## src/rtl/sbf_pkg.sv

```systemverilog
package sbf_pkg;

    // Occupancy states of the controller
    typedef enum logic [1:0] {
        ST_EMPTY   = 2'd0,
        ST_PARTIAL = 2'd1,
        ST_FULL    = 2'd2
    } occ_state_t;

endpackage

```

## src/rtl/sbf_edge.sv

```systemverilog
// Samples an asynchronous strobe and emits a one-cycle pulse on the chosen edge.
module sbf_edge #(
    parameter bit RISING = 1'b1
) (
    input  logic clk,
    input  logic rst,
    input  logic strobe,
    output logic pulse
);
    logic smp_q;
    logic prev_q;

    always_ff @(posedge clk) begin
        if (rst) begin
            smp_q  <= 1'b0;
            prev_q <= 1'b0;
        end else begin
            smp_q  <= strobe;
            prev_q <= smp_q;
        end
    end

    generate
        if (RISING) begin : g_rise
            assign pulse = smp_q & ~prev_q;
        end else begin : g_fall
            assign pulse = ~smp_q & prev_q;
        end
    endgenerate

endmodule

```

## src/rtl/sbf_store.sv

```systemverilog
// Circular bit store with head and tail pointers plus a last-removed register.
module sbf_store #(
    parameter int DEPTH = 16,
    parameter int PW    = $clog2(DEPTH)
) (
    input  logic clk,
    input  logic rst,
    input  logic wr_en,
    input  logic rd_en,
    input  logic din,
    output logic head_bit,
    output logic last_bit
);
    localparam logic [PW-1:0] LAST_IDX = PW'(DEPTH - 1);

    logic [DEPTH-1:0] cells_q;
    logic [PW-1:0]    wp_q;
    logic [PW-1:0]    rp_q;
    logic             last_q;

    function automatic logic [PW-1:0] step(input logic [PW-1:0] p);
        return (p == LAST_IDX) ? '0 : p + PW'(1);
    endfunction

    always_ff @(posedge clk) begin
        if (rst) begin
            cells_q <= '0;
            wp_q    <= '0;
            rp_q    <= '0;
            last_q  <= 1'b0;
        end else begin
            if (wr_en) begin
                cells_q[wp_q] <= din;
                wp_q          <= step(wp_q);
            end
            if (rd_en) begin
                last_q <= cells_q[rp_q];
                rp_q   <= step(rp_q);
            end
        end
    end

    assign head_bit = cells_q[rp_q];
    assign last_bit = last_q;

endmodule

```

## src/rtl/sbf_ctrl.sv

```systemverilog
// Occupancy state machine: accepts or refuses edges and drives the ready flags.
module sbf_ctrl
    import sbf_pkg::*;
#(
    parameter int DEPTH = 16,
    parameter int CW    = $clog2(DEPTH + 1)
) (
    input  logic clk,
    input  logic rst,
    input  logic wr_req,
    input  logic rd_req,
    output logic wr_en,
    output logic rd_en,
    output logic in_rdy,
    output logic out_rdy
);
    localparam logic [CW-1:0] TOP_M1 = CW'(DEPTH - 1);
    localparam logic [CW-1:0] ONE    = CW'(1);

    occ_state_t     state_q, state_nxt;
    logic [CW-1:0]  cnt_q, cnt_nxt;

    assign wr_en = wr_req & in_rdy;
    assign rd_en = rd_req & out_rdy;

    always_comb begin
        unique case ({wr_en, rd_en})
            2'b10:   cnt_nxt = cnt_q + ONE;
            2'b01:   cnt_nxt = cnt_q - ONE;
            default: cnt_nxt = cnt_q;
        endcase
    end

    always_comb begin
        state_nxt = state_q;
        unique case (state_q)
            ST_EMPTY: begin
                if (wr_en) state_nxt = ST_PARTIAL;
            end
            ST_PARTIAL: begin
                if (wr_en && !rd_en && cnt_q == TOP_M1)
                    state_nxt = ST_FULL;
                else if (rd_en && !wr_en && cnt_q == ONE)
                    state_nxt = ST_EMPTY;
            end
            ST_FULL: begin
                if (rd_en) state_nxt = ST_PARTIAL;
            end
            default: state_nxt = ST_EMPTY;
        endcase
    end

    // State register
    always_ff @(posedge clk) begin
        if (rst) begin
            state_q <= ST_EMPTY;
            cnt_q   <= '0;
        end else begin
            state_q <= state_nxt;
            cnt_q   <= cnt_nxt;
        end
    end

    // Flag outputs
    always_comb begin
        in_rdy  = 1'b1;
        out_rdy = 1'b0;
        unique case (state_q)
            ST_EMPTY:   begin in_rdy = 1'b1; out_rdy = 1'b0; end
            ST_PARTIAL: begin in_rdy = 1'b1; out_rdy = 1'b1; end
            ST_FULL:    begin in_rdy = 1'b0; out_rdy = 1'b1; end
            default:    begin in_rdy = 1'b1; out_rdy = 1'b0; end
        endcase
    end

endmodule

```

## src/rtl/strobe_bit_fifo.sv

```systemverilog
module strobe_bit_fifo #(
    parameter int DEPTH = 16
) (
    input  logic clk,
    input  logic rst,
    input  logic shift_in,
    input  logic din,
    input  logic shift_out,
    output logic dout,
    output logic in_ready,
    output logic out_ready
);
    localparam int PW = $clog2(DEPTH);
    localparam int CW = $clog2(DEPTH + 1);

    logic wr_pulse;
    logic rd_pulse;
    logic wr_en;
    logic rd_en;
    logic head_bit;
    logic last_bit;

    sbf_edge #(.RISING(1'b1)) u_in_edge (
        .clk(clk), .rst(rst), .strobe(shift_in), .pulse(wr_pulse)
    );

    sbf_edge #(.RISING(1'b0)) u_out_edge (
        .clk(clk), .rst(rst), .strobe(shift_out), .pulse(rd_pulse)
    );

    sbf_ctrl #(.DEPTH(DEPTH), .CW(CW)) u_ctrl (
        .clk(clk), .rst(rst),
        .wr_req(wr_pulse), .rd_req(rd_pulse),
        .wr_en(wr_en), .rd_en(rd_en),
        .in_rdy(in_ready), .out_rdy(out_ready)
    );

    sbf_store #(.DEPTH(DEPTH), .PW(PW)) u_store (
        .clk(clk), .rst(rst),
        .wr_en(wr_en), .rd_en(rd_en), .din(din),
        .head_bit(head_bit), .last_bit(last_bit)
    );

    assign dout = out_ready ? head_bit : last_bit;

endmodule

```

## config.mk

```make
export PLATFORM = sky130hd
export DESIGN_NAME = strobe_bit_fifo
export DESIGN_NICKNAME = d
export VERILOG_FILES = /design/src/rtl/sbf_pkg.sv /design/src/rtl/sbf_edge.sv /design/src/rtl/sbf_store.sv /design/src/rtl/sbf_ctrl.sv /design/src/rtl/strobe_bit_fifo.sv
export SDC_FILE = /design/constraint.sdc
export NUM_CORES = 1
export LEC_CHECK = 0
export BUFFER_PORTS_ARGS = -buffer_cell sky130_fd_sc_hd__clkbuf_2
export CAP_MARGIN = 40
export CELL_PAD_IN_SITES_DETAIL_PLACEMENT = 1
export CELL_PAD_IN_SITES_GLOBAL_PLACEMENT = 1
export CORE_MARGIN = 3
export CORE_UTILIZATION = 45
export DETAILED_ROUTE_END_ITERATION = 16
export GPL_ROUTABILITY_DRIVEN = 0
export PLACE_DENSITY_LB_ADDON = 0.1
export RECOVER_POWER = 25
export REMOVE_ABC_BUFFERS = 1
export SETUP_SLACK_MARGIN = 0.15
export SYNTH_ARGS = -nofsm -noshare
export SYNTH_HDL_FRONTEND = slang
export SYNTH_SLANG_ARGS = --single-unit
export TNS_END_PERCENT = 5
```

## constraint.sdc

```tcl
create_clock -name clk -period 3.9 [get_ports clk]
set_input_delay 0.195 -clock clk [delete_from_list [all_inputs] [get_ports clk]]
set_output_delay 0.195 -clock clk [all_outputs]
set_load 0.01 [all_outputs]
```

==> impl_table.tex <==
\begin{tabular}{lr}
\hline
Metric & Value \\
\hline
\multicolumn{2}{l}{\textbf{Placed design}} \\
\quad Total of buffers placed on input and output ports & 7 \\
\quad Detailed placement HPWL & 3060 um \\
\quad Post-Place Cells & 256 \\
\quad Area of placed instances & 0.00193 sq mm \\
\multicolumn{2}{l}{\textbf{Synth}} \\
\quad Post-synth EDFFs & 0 \\
\quad Post-synthesis async set-or-reset flop share & 0 \\
\quad Mean cell area of the mapped netlist & 8.91 sq um \\
\quad Most common cell in the synthesized netlist & sky130\_fd\_sc\_hd\_\_dfxtp\_1 \\
\quad Number of distinct library cells after synthesis & 40 \\
\quad Netlist Area Pre-Place & 0.00191 sq mm \\
\quad Fraction of the yosys area taken by sequential cells & 0.378 \\
\quad Library cell occupying the most area in the post-synthesis netlist & sky130\_fd\_sc\_hd\_\_dfxtp\_1 \\
\quad Synthesis-stage register bit count & 36 \\
\quad Top cells by instance count after synthesis & sky130\_fd\_sc\_hd\_\_dfxtp\_1, sky130\_fd\_sc\_hd\_\_nor2\_1, sky130\_fd\_sc\_hd\_\_mux2i\_1 \\
\quad Gate count of the mapped netlist & 214 \\
\quad Area share of the leading cell type in the synthesized netlist & 0.378 \\
\quad Dominant cells by area after synthesis & sky130\_fd\_sc\_hd\_\_dfxtp\_1, sky130\_fd\_sc\_hd\_\_ha\_1, sky130\_fd\_sc\_hd\_\_mux2i\_1 \\
\quad Prevailing post-synth register cell & sky130\_fd\_sc\_hd\_\_dfxtp\_1 \\
\quad Warnings, synthesis & 0 \\
\multicolumn{2}{l}{\textbf{Clock tree}} \\
\quad Post-CTS Repair Setup Buffers & 0 \\
\quad Clock buffers created by TritonCTS & 5 \\
\quad Clock transition at the registers of the reported paths & 0.08 ns \\
\quad Hold-fix buffers at CTS & 0 \\
\quad Number of clock sinks & 36 \\
\quad Clock tree root driver cell & sky130\_fd\_sc\_hd\_\_clkbuf\_8 \\
\quad Total number of H-tree levels & 2 \\
\quad Maximum count of clock buffers along a single path & 2 \\
\quad Clock insertion delay at the later pin of the skew report & 0.29 ns \\
\quad Cells resized by post-CTS repair & 0 \\
\quad TritonCTS clock tree & done \\
\multicolumn{2}{l}{\textbf{Timing}} \\
\quad Normalized max-slew margin & -0.0845 \\
\quad Final period demand of the worst path & 2.71 ns \\
\quad Slew at the pin closest to its max-slew limit & 1.63 ns \\
\quad Period utilization & 0.695 \\
\quad Final hold violation count & 0 \\
\quad Worst clock skew & 0.0102 ns \\
\quad Hold slack & 0.105 ns \\
\quad Max-slew violation count & 38 \\
\quad RSZ-0062 raised after global routing & no \\
\quad Setup Total Neg Slack & 0 ns \\
\quad Peak clock frequency supported by timing & 0.369 GHz \\
\quad Final setup violation count & 0 \\
\multicolumn{2}{l}{\textbf{Cells and area}} \\
\quad Final std cells w/o fill & 264 \\
\quad Cell area after layout & 0.00202 sq mm \\
\quad Final nets & 233 \\
\quad Fill cell instance count of the final layout & 481 \\
\quad Area delta synth->final & 6.17\% \\
\quad Antenna Cells & 0 \\
\quad Fraction of final layout cells sized beyond drive strength 1 & 0.0654 \\
\multicolumn{2}{l}{\textbf{Die}} \\
\quad Die outline area & 0.00505 sq mm \\
\quad Die width & 71.1 um \\
\quad \# rows & 23 \\
\quad Die height & 71.1 um \\
\quad Initial core utilization & 0.470 \\
\quad Core box area & 0.00406 sq mm \\
\quad Number of top-level design ports & 8 \\
\multicolumn{2}{l}{\textbf{Setup path}} \\
\quad Critical-path cell list & inv\_1 > ha\_1 > nand3b\_1 > inv\_1 > ha\_1 > nor4b\_1 > a21boi\_1 > a2bb2oi\_1 > a21oi\_1 \\
\quad Category of the most critical setup path & flop to flop \\
\quad Critical-path top delay cell & sky130\_fd\_sc\_hd\_\_nor4b\_1 \\
\quad Number of cells on the worst reg-to-reg path & 9 \\
\quad Sum of buffers and inverters on the critical path & 2 \\
\quad FF-to-FF setup slack & 1.19 ns \\
\quad Delay-heaviest family, CP & adder cells \\
\quad Worst flop-to-flop path endpoint & u\_ctrl.state\_q[1]\$\_SDFFE\_PP0P\_ \\
\quad Depth of the critical timing path with buffers and inverters included & 9 \\
\quad Data arrival at the endpoint of the critical path & 2.81 ns \\
\quad Kind of end point of the critical path & flop \\
\quad Capture point of the critical path & u\_ctrl.state\_q[1]\$\_SDFFE\_PP0P\_ \\
\quad Largest fanout on the critical path & 7 \\
\quad Startpoint Class & flop \\
\quad Launching element of the worst setup path & u\_ctrl.state\_q[1]\$\_SDFFE\_PP0P\_ \\
\quad Critical path's largest stage delay & 0.43 ns \\
\quad CP Data Required Time & 4.00 ns \\
\quad Origin of the critical flop-to-flop path & u\_ctrl.state\_q[1]\$\_SDFFE\_PP0P\_ \\
\multicolumn{2}{l}{\textbf{Route}} \\
\quad Routed vias & 1518 \\
\quad DRC violation count after routing & 0 \\
\quad Routed length per instance & 16.4 um \\
\quad Routed wire length & 4340 um \\
\quad Number of nets with antenna violations after detailed routing & 0 \\
\quad Count of routing violations after the opening detailed-route iteration & 94 \\
\quad Routed via count divided by cell count & 5.75 \\
\quad First drt pass iteration count & 4 \\
\multicolumn{2}{l}{\textbf{Power and ir drop}} \\
\quad Leakage dissipation & 0.859 nW \\
\quad Cell area power density & 390 mW/mm\^{}2 \\
\quad Worst IR drop on VDD & 186 uV \\
\multicolumn{2}{l}{\textbf{Global route}} \\
\quad Overall global routing resource usage & 0.189 \\
\quad Via count of the first global-routing pass & 1634 \\
\quad Maximum number of pins on one net before global-route repair & 38 \\
\quad First-pass GRT wire length & 7540 um \\
\quad Global-route congestion overflow total & 0 \\
\quad Antenna violations before repair & 0 \\
\multicolumn{2}{l}{\textbf{Status}} \\
\quad Failing checks & max-capacitance violations, max-slew violations \\
\quad Status & complete, but fails checks \\
\multicolumn{2}{l}{\textbf{Run}} \\
\quad Max-capacitance violation count & 1 \\
\multicolumn{2}{l}{\textbf{Hold path}} \\
\quad Worst min path class & input port to flop \\
\hline
\end{tabular}
[registers in the layout, indices dropped and copies added, names as in the netlist]
| register | flops |
|---|---|
| u_store.wp_q | 4 |
| u_ctrl.state_q | 2 |
| u_out_edge.smp_q | 1 |
| u_in_edge.smp_q | 1 |
| u_store.cells_q | 16 |
| u_out_edge.prev_q | 1 |
| u_in_edge.prev_q | 1 |
| u_ctrl.cnt_q | 5 |
| u_store.last_bit | 1 |
| u_store.rp_q | 4 |
[kinds of logic after synthesis]
logic type / after synthesis / share of synthesized area
flip-flops: 36 / 0.378
buffers and inverters: 26 / 0.0590
adder cells (fa/ha/maj): 15 / 0.0984
AND/OR/NAND/NOR: 76 / 0.199
multiplexers: 23 / 0.136
AO/OA/AOI/OAI: 33 / 0.107
XOR/XNOR: 5 / 0.0230
[stage by stage]
stage	power, W	util	worst slack [ns]
global route	0.000836	0.499	0.978
detailed placement	0.000520	0.477	1.28
floorplan	0.000476	-	1.65
CTS	0.000801	0.500	1.25
global placement	0.000510	0.477	1.40
finish	0.000790	0.499	1.19
[layer usage]
| layer | wire length (um) | GRT usage |
|---|---|---|
| met1 | 1870 | 0.219 |
| met2 | 2250 | 0.333 |
| met3 | 102 | 0.0369 |
| met4 | 116 | 0.0898 |
| met5 | 0 | 0 |
[cell usage in the layout (no fill, tap or decap), types with 2 or more instances in the layout]
cell type,instances
sky130_fd_sc_hd__or3_1,2
sky130_fd_sc_hd__a21oi_1,15
sky130_fd_sc_hd__ha_1,15
sky130_fd_sc_hd__inv_1,10
sky130_fd_sc_hd__a311oi_1,2
sky130_fd_sc_hd__nand2_1,11
sky130_fd_sc_hd__nand2b_1,3
sky130_fd_sc_hd__clkbuf_8,6
sky130_fd_sc_hd__or3b_1,2
sky130_fd_sc_hd__a211oi_1,2
sky130_fd_sc_hd__dfxtp_1,36
sky130_fd_sc_hd__mux4_2,2
sky130_fd_sc_hd__nor2b_1,8
sky130_fd_sc_hd__clkbuf_2,4
sky130_fd_sc_hd__xor2_1,4
sky130_fd_sc_hd__mux2_1,3
sky130_fd_sc_hd__o22ai_1,3
sky130_fd_sc_hd__nand4_1,4
sky130_fd_sc_hd__nand3_1,12
sky130_fd_sc_hd__clkbuf_1,4
sky130_fd_sc_hd__mux2i_1,18
sky130_fd_sc_hd__o21ai_0,4
sky130_fd_sc_hd__nor2_1,28
[final cells by class]
class                      instances  area, sq um  area share
multi-input combinational        152         1070       0.530
sequential                        36          721       0.356
clock buffer                       7         86.3      0.0426
tap                               50         62.6      0.0309
inverter                          11         42.5      0.0210
timing repair buffer               7         31.3      0.0155
clock inverter                     1         7.51     0.00371
[how the worst min path moves through the flow]
stage	start	slack, ns	cells past startpoint	end
floorplan	rst	0.26	1	u_ctrl.cnt_q[2]$_SDFFE_PP0P_
global placement	shift_out	0.41	2	u_out_edge.smp_q$_SDFF_PP0_
detailed placement	shift_in	0.41	2	u_in_edge.smp_q$_SDFF_PP0_
CTS	shift_in	0.10	2	u_in_edge.smp_q$_SDFF_PP0_
global route	shift_out	0.13	2	u_out_edge.smp_q$_SDFF_PP0_
finish	shift_in	0.11	2	u_in_edge.smp_q$_SDFF_PP0_
[report_power, final]
part / leakage (nW) / switching [W] / internal, W
combinational: 0.523 / 0.0000701 / 0.0000464
sequential: 0.292 / 0.0000141 / 0.000379
clock: 0.0445 / 0.000136 / 0.000144
total: 0.859 / 0.000220 / 0.000569
No activity file was read; power rests on OpenSTA's default activity.
